`src/rtl/refsub_pkg.sv`:
```
package refsub_pkg;
  typedef enum logic {RD_IDLE = 1'b0, RD_RUN = 1'b1} rd_state_t;
endpackage

```
`src/rtl/refsub_ram.sv`:
```
module refsub_ram #(
  parameter int AW = 6,
  parameter int DW = 29
) (
  input  logic          clk,
  input  logic          we,
  input  logic [AW-1:0] waddr,
  input  logic [DW-1:0] wdata,
  input  logic [AW-1:0] raddr,
  output logic [DW-1:0] rdata
);
  localparam int NWORDS = 2 ** AW;
  logic [DW-1:0] mem [NWORDS];

  always_ff @(posedge clk) begin
    if (we) mem[waddr] <= wdata;
    rdata <= mem[raddr];
  end
endmodule

```
`src/rtl/refsub_ref_track.sv`:
```
module refsub_ref_track #(
  parameter int CH_W     = 7,
  parameter int TIME_W   = 21,
  parameter int REF_CHAN = 5
) (
  input  logic              clk,
  input  logic              rst,
  input  logic              in_valid,
  input  logic [CH_W-1:0]   in_chan,
  input  logic [TIME_W-1:0] in_time,
  input  logic              in_last,
  output logic [TIME_W-1:0] evt_ref,
  output logic              evt_found
);
  localparam logic [CH_W-1:0] REF_ID = CH_W'(REF_CHAN);

  logic              found_q;
  logic [TIME_W-1:0] min_q;
  logic              is_ref;
  logic              take;

  always_comb begin
    is_ref    = in_valid && (in_chan == REF_ID);
    take      = is_ref && (!found_q || (in_time < min_q));
    evt_ref   = take ? in_time : min_q;
    evt_found = found_q || is_ref;
  end

  always_ff @(posedge clk) begin
    if (rst) begin
      found_q <= 1'b0;
      min_q   <= '0;
    end else if (in_valid) begin
      if (in_last) begin
        found_q <= 1'b0;
      end else begin
        found_q <= evt_found;
        min_q   <= evt_ref;
      end
    end
  end

  // a later reference hit never raises the running minimum
  assert_min_keeps_R5: assert property (@(posedge clk) disable iff (rst)
    (is_ref && found_q && !in_last) |=> (min_q <= $past(min_q)));
endmodule

```
`src/rtl/refsub_reader.sv`:
```
module refsub_reader
  import refsub_pkg::*;
#(
  parameter int CH_W     = 7,
  parameter int TIME_W   = 21,
  parameter int AW       = 5,
  parameter int LW       = 6,
  parameter int REF_CHAN = 5
) (
  input  logic              clk,
  input  logic              rst,
  input  logic              bank_ready,
  input  logic [LW-1:0]     bank_len,
  input  logic [TIME_W-1:0] bank_ref,
  input  logic              bank_found,
  output logic              rd_bank,
  output logic              rd_done,
  output logic [AW:0]       raddr,
  input  logic [CH_W-1:0]   r_chan,
  input  logic [TIME_W-1:0] r_time,
  input  logic              r_last,
  output logic              out_valid,
  output logic [CH_W-1:0]   out_chan,
  output logic [TIME_W:0]   out_time,
  output logic              out_last,
  output logic              out_noref
);
  localparam logic [CH_W-1:0] REF_ID = CH_W'(REF_CHAN);

  rd_state_t         state;
  logic [AW-1:0]     ptr;
  logic [LW-1:0]     len_q;
  logic [TIME_W-1:0] ref_q;
  logic              found_q;
  logic              rvalid;
  logic signed [TIME_W:0] hit_s, ref_s, diff_s;

  always_comb begin
    rd_done = (state == RD_RUN) && (LW'(ptr) == (len_q - 1'b1));
    raddr   = {rd_bank, ptr};
    hit_s   = $signed({1'b0, r_time});
    ref_s   = $signed({1'b0, ref_q});
    diff_s  = hit_s - ref_s;
  end

  always_ff @(posedge clk) begin
    if (rst) begin
      state   <= RD_IDLE;
      rd_bank <= 1'b0;
      ptr     <= '0;
      len_q   <= '0;
      ref_q   <= '0;
      found_q <= 1'b0;
      rvalid  <= 1'b0;
    end else begin
      rvalid <= (state == RD_RUN);
      case (state)
        RD_IDLE: begin
          if (bank_ready) begin
            state   <= RD_RUN;
            ptr     <= '0;
            len_q   <= bank_len;
            ref_q   <= bank_ref;
            found_q <= bank_found;
          end
        end
        RD_RUN: begin
          if (rd_done) begin
            state   <= RD_IDLE;
            rd_bank <= ~rd_bank;
          end else begin
            ptr <= ptr + 1'b1;
          end
        end
        default: state <= RD_IDLE;
      endcase
    end
  end

  always_ff @(posedge clk) begin
    if (rst) begin
      out_valid <= 1'b0;
      out_chan  <= '0;
      out_time  <= '0;
      out_last  <= 1'b0;
      out_noref <= 1'b0;
    end else begin
      out_valid <= rvalid;
      out_chan  <= r_chan;
      out_last  <= r_last;
      out_noref <= !found_q;
      out_time  <= found_q ? diff_s : {1'b0, r_time};
    end
  end

  // an event streams out without gaps until its final word
  assert_no_gap_R2: assert property (@(posedge clk) disable iff (rst)
    (out_valid && !out_last) |=> out_valid);

  // the earliest reference hit is zero, so reference words are never negative
  assert_ref_nonneg_R5: assert property (@(posedge clk) disable iff (rst)
    (out_valid && !out_noref && (out_chan == REF_ID)) |-> !out_time[TIME_W]);

  // uncorrected times are raw unsigned values
  assert_raw_positive_R6: assert property (@(posedge clk) disable iff (rst)
    (out_valid && out_noref) |-> !out_time[TIME_W]);
endmodule

```
`src/rtl/refsub_top.sv`:
```
module refsub_top #(
  parameter int CH_W     = 7,
  parameter int TIME_W   = 21,
  parameter int DEPTH    = 32,
  parameter int REF_CHAN = 5
) (
  input  logic              clk,
  input  logic              rst,
  input  logic              in_valid,
  input  logic [CH_W-1:0]   in_chan,
  input  logic [TIME_W-1:0] in_time,
  input  logic              in_last,
  output logic              out_valid,
  output logic [CH_W-1:0]   out_chan,
  output logic [TIME_W:0]   out_time,
  output logic              out_last,
  output logic              out_noref
);
  localparam int AW = (DEPTH > 1) ? $clog2(DEPTH) : 1;
  localparam int LW = $clog2(DEPTH + 1);
  localparam int DW = 1 + CH_W + TIME_W;

  logic              wr_bank;
  logic [AW-1:0]     wr_cnt;
  logic              bank_full  [2];
  logic [LW-1:0]     bank_len   [2];
  logic [TIME_W-1:0] bank_ref   [2];
  logic              bank_found [2];

  logic [TIME_W-1:0] evt_ref;
  logic              evt_found;
  logic              rd_bank;
  logic              rd_done;
  logic [AW:0]       raddr;
  logic [DW-1:0]     rdata;

  refsub_ref_track #(.CH_W(CH_W), .TIME_W(TIME_W), .REF_CHAN(REF_CHAN)) u_track (
    .clk(clk), .rst(rst), .in_valid(in_valid), .in_chan(in_chan),
    .in_time(in_time), .in_last(in_last), .evt_ref(evt_ref), .evt_found(evt_found)
  );

  refsub_ram #(.AW(AW + 1), .DW(DW)) u_ram (
    .clk(clk), .we(in_valid), .waddr({wr_bank, wr_cnt}),
    .wdata({in_last, in_chan, in_time}), .raddr(raddr), .rdata(rdata)
  );

  refsub_reader #(.CH_W(CH_W), .TIME_W(TIME_W), .AW(AW), .LW(LW), .REF_CHAN(REF_CHAN)) u_reader (
    .clk(clk), .rst(rst),
    .bank_ready(bank_full[rd_bank]), .bank_len(bank_len[rd_bank]),
    .bank_ref(bank_ref[rd_bank]), .bank_found(bank_found[rd_bank]),
    .rd_bank(rd_bank), .rd_done(rd_done), .raddr(raddr),
    .r_chan(rdata[TIME_W +: CH_W]), .r_time(rdata[TIME_W-1:0]), .r_last(rdata[DW-1]),
    .out_valid(out_valid), .out_chan(out_chan), .out_time(out_time),
    .out_last(out_last), .out_noref(out_noref)
  );

  always_ff @(posedge clk) begin
    if (rst) begin
      wr_bank <= 1'b0;
      wr_cnt  <= '0;
      for (int b = 0; b < 2; b++) begin
        bank_full[b]  <= 1'b0;
        bank_len[b]   <= '0;
        bank_ref[b]   <= '0;
        bank_found[b] <= 1'b0;
      end
    end else begin
      if (rd_done) bank_full[rd_bank] <= 1'b0;
      if (in_valid) begin
        if (in_last) begin
          wr_cnt              <= '0;
          wr_bank             <= ~wr_bank;
          bank_len[wr_bank]   <= LW'(wr_cnt) + 1'b1;
          bank_ref[wr_bank]   <= evt_ref;
          bank_found[wr_bank] <= evt_found;
          bank_full[wr_bank]  <= 1'b1;
        end else begin
          wr_cnt <= wr_cnt + 1'b1;
        end
      end
    end
  end

  // a bank is never rewritten while its event still waits for playback
  assert_no_overrun_R8: assert property (@(posedge clk) disable iff (rst)
    in_valid |-> !bank_full[wr_bank]);

  // an event never exceeds DEPTH words
  assert_fits_R2: assert property (@(posedge clk) disable iff (rst)
    (in_valid && !in_last) |-> (LW'(wr_cnt) < LW'(DEPTH - 1)));

  // nothing leaves the block before a full event was accepted
  assert_quiet_reset_R1: assert property (@(posedge clk) disable iff (rst)
    ($past(rst) && !bank_full[0] && !bank_full[1]) |-> !out_valid);
endmodule

```
`config.mk`:
```
export PLATFORM = sky130hd
export DESIGN_NAME = refsub_top
export DESIGN_NICKNAME = d
export VERILOG_FILES = /design/src/rtl/refsub_pkg.sv /design/src/rtl/refsub_ram.sv /design/src/rtl/refsub_ref_track.sv /design/src/rtl/refsub_reader.sv /design/src/rtl/refsub_top.sv
export SDC_FILE = /design/constraint.sdc
export NUM_CORES = 2
export LEC_CHECK = 0
export BUFFER_PORTS_ARGS = -buffer_cell sky130_fd_sc_hd__buf_2
export CORE_AREA = 2 2 422 424
export DETAILED_ROUTE_END_ITERATION = 8
export DIE_AREA = 0 0 424 426
export PLACE_DENSITY = 0.62
export SLEW_MARGIN = 20
export SYNTH_ARGS = -nofsm -noshare
export SYNTH_HDL_FRONTEND = slang
export SYNTH_SLANG_ARGS = --single-unit
```
`constraint.sdc`:
```
create_clock -name clk -period 7.15 [get_ports clk]
set_input_delay 1.43 -clock clk [delete_from_list [all_inputs] [get_ports clk]]
set_output_delay 1.43 -clock clk [all_outputs]
set_load 0.02 [all_outputs]
```
==> impl_results.md <==
* Most frequent cells in the layout: edfxtp_1, mux4_2, clkbuf_16
* Largest stage delay, worst path at 1.10 ns
* Post-synth cell types at 58
* H-tree level count at 4
* # setup viols final at 0
* Setup tns final at 0 ns
* Fin crit period at 4.20 ns
* Worst path top cell family by delay: simple AND/OR/NAND/NOR gates
* Vias/cell at 5.97
* Fin util at 0.506
* CTS Sinks at 2040
* Final Cycle Share at 0.587
* FF-to-FF setup slack at 2.95 ns
* Synth async-reset ratio at 0
* Hold path depth at 1
* Slew Limit Fails at 0
* Status: completed
* Total die area at 0.181 mm2
* Die X-Extent at 424 um
* Hold buffer count at CTS at 0
* CTS buffer count at 195
* RR Startpoint: u_track.min_q[19]$_SDFFE_PP0P_
* Crit. End Element: flop
* Post-synth net total at 3765
* Layout Cells excl Fill at 6388
* Worst path cell trace: inv_1, ha_1, nand4_1, nor4_1, a2111oi_0, nand3_1, and2_1, buf_4, mux2i_1, nor2_1
* Die Height at 426 um
* Synthesized flop and latch total at 2040
* Dpl hpwl at 110 mm
* Mapped Area at 0.0790 mm2
* Pwr dens at 274 mW/mm2
* Placed Instances at 6021
* Worst R2R Path Depth at 10
* Required time worst endpoint at 7.70 ns
* Post-CTS Setup Inserts at 0
* Row count at 154
* Global-route wire length before repair at 284 mm
* Hold Path Origin: u_ram.rdata[25]$_DFF_P_
* Initial antenna violation count at 15
* Crit-path slowest cell: nor4_1
* Worst-Skew Late Latency at 0.84 ns
* Synth-to-layout area growth at 12.6%
* Leakage at 27.0 nW
* DR WL/cell at 31.5 um
* Vias in the first global route at 37700
* Synth Flop Type: edfxtp_1
* Post-CTS sizing at 0
* Clock buffer depth at 3
* Io pins at 64
* Worst slew margin at 0.189
* Initial Util at 0.450
* Stages on the worst setup path at 10
* Root buffer cell: clkbuf_16
* Max cap viols at 0
* Floorplan Core Area at 0.176 mm2
* Grt total ovfl at 0
* PortBufs at 63
* CTS tree: built
* GRT Total Usage at 0.223
* Crit-path max FO at 21
* Synth Warn # at 0
* Number of buffers and inverters on the critical path at 2
* Total Wirelength at 201 mm
* Hold Path End: u_reader.out_chan[4]$_SDFF_PP0_
* Crit path DAT at 4.75 ns
* Via Count at 38200
* Post-Syn Instances at 3688
* # DRC at 0
* Pre-Repair DR Iteration Count at 5
* Final Hold Viols at 0
* Post-synth EDFFs at 1912
* Share of cells above drive strength 1 at 0.271
* Clock transition at path regs at 0.06 ns
* Crit start category: flop
* Register area share after synthesis at 0.759
* GP Congestion at 0.847
* Syn avg cell area at 21.4 um2
* Post-layout nets at 3956
* Slew @ Worst Pin at 1.21 ns
* Worst vdd ir at 0.266 mV
* Largest net degree at the start of global routing at 127
* R2r endpoint: bank_ref[1][7]$_SDFFCE_PN0P_
* Critical path class: reg -> reg
* Worst hold-check path type: reg -> reg
* Final ANT Viol Nets at 0
* DRT iter0 DRCs at 5245
* Fmax at 238 MHz
* Commonest non-fill, non-tap cell in the layout: edfxtp_1
* Skew final at 0.0331 ns
* RSZ-0062 raised after global routing: false
[cell usage after synthesis (10+ instances only)]
master	instances	area (um2)
edfxtp_1	1912	57400
mux4_2	549	12400
nor2_1	203	762
mux2i_1	135	1350
dfxtp_1	128	2560
clkbuf_1	110	413
nand2_1	68	255
a21oi_1	62	310
buf_2	53	265
inv_1	52	195
ha_1	44	551
a211oi_1	33	248
a22oi_1	29	218
nand3_1	26	130
a221o_1	25	250
clkinv_1	25	93.8
o21ai_0	23	115
nor3_1	21	105
nor2b_1	19	119
buf_1	17	63.8
xnor2_1	16	140
nand2b_1	14	87.6
o21ai_1	14	70.1
xor2_1	12	105
buf_6	11	124
nand4_1	10	62.6
[how the worst max path moves through the flow]
stage / startpoint / endpoint / slack, ns
after global routing: u_track.min_q[19]$_SDFFE_PP0P_ / bank_ref[1][10]$_SDFFCE_PN0P_ / 3.00
after CTS: u_track.min_q[20]$_SDFFE_PP0P_ / bank_ref[0][6]$_SDFFCE_PN0P_ / 3.17
after floorplan: in_valid / u_ram.mem[28][0]$_DFFE_PP_ / 2.41
after global placement: in_time[19] / bank_ref[0][3]$_SDFFCE_PN0P_ / 2.33
final: u_track.min_q[19]$_SDFFE_PP0P_ / bank_ref[1][7]$_SDFFCE_PN0P_ / 2.95
after detailed placement: in_time[18] / bank_ref[0][6]$_SDFFCE_PN0P_ / 2.36
[layout make-up]
type | instances | area (um2)
repair buffers | 192 | 1420
well taps | 2340 | 2930
clock buffers | 270 | 5440
diodes | 6 | 15.0
fillers | 13700 | 86800
multi-input cells | 1373 | 18300
flip-flops and latches | 2040 | 60000
clock inverters | 90 | 561
inverters | 77 | 289
[metal layers]
layer	GRT usage	vias to the layer above	share of wire
met2	0.350	1619	0.48
li1	-	15700	-
met3	0.0358	280	0.076
met5	0	-	0
met4	0.0783	0	0.036
met1	0.320	20600	0.41
[logic make-up (layout without fill, tap and decap cells)]
family | after synthesis | after routing | share of synthesized area
DFF | 2040 | 2040 | 0.759
muxes | 691 | 691 | 0.175
and+or+nand+nor | 391 | 391 | 0.0219
buffers and inverters | 275 | 629 | 0.0153
AOI/OAI and AO/OA | 218 | 218 | 0.0186
adders and majority gates | 45 | 45 | 0.00722
xor gates and xnor gates | 28 | 28 | 0.00310
other | 0 | 6 | 0
[power breakdown]
group | switching [W] | internal (W) | leakage (nW)
combinational | 0.000823 | 0.000526 | 5.67
sequential | 0.0000575 | 0.0131 | 18.3
clock | 0.00431 | 0.00548 | 2.95
total | 0.00519 | 0.0191 | 27.0
[worst register-to-register path: cells and delay by family (launching register included)]
kind | cells | cell delay (ns)
fa+ha+maj | 1 | 0.42
flops | 1 | 0.41
simple gates | 5 | 1.89
mux | 1 | 0.31
compound gates | 1 | 0.26
buf+inv | 2 | 0.63
[registers in the layout, summed over array words and instances, names as in the netlist, 6 cells and up, named ones only]
signal	count
u_ram.mem	1856
u_reader.len_q	6
bank_ref	42
u_ram.rdata	29
u_reader.out_chan	7
u_reader.ref_q	21
u_track.min_q	21
u_reader.out_time	22
bank_len	12
[per-stage QoR]
| step | total power [W] | hold WS (ns) | instance area, um2 | setup slack [ns] |
|---|---|---|---|---|
| 2_1_floorplan | 0.0143 | 0.414 | 79000 | 2.41 |
| 3_3_place_gp | 0.0148 | 0.431 | 82900 | 2.33 |
| 3_5_place_dp | 0.0148 | 0.436 | 82900 | 2.36 |
| 4_1_cts | 0.0245 | 0.451 | 88900 | 3.17 |
| 5_1_grt | 0.0250 | 0.462 | 89000 | 3.00 |
| 6_report | 0.0243 | 0.448 | 89000 | 2.95 |
No activity file was read; power rests on OpenSTA's default activity.
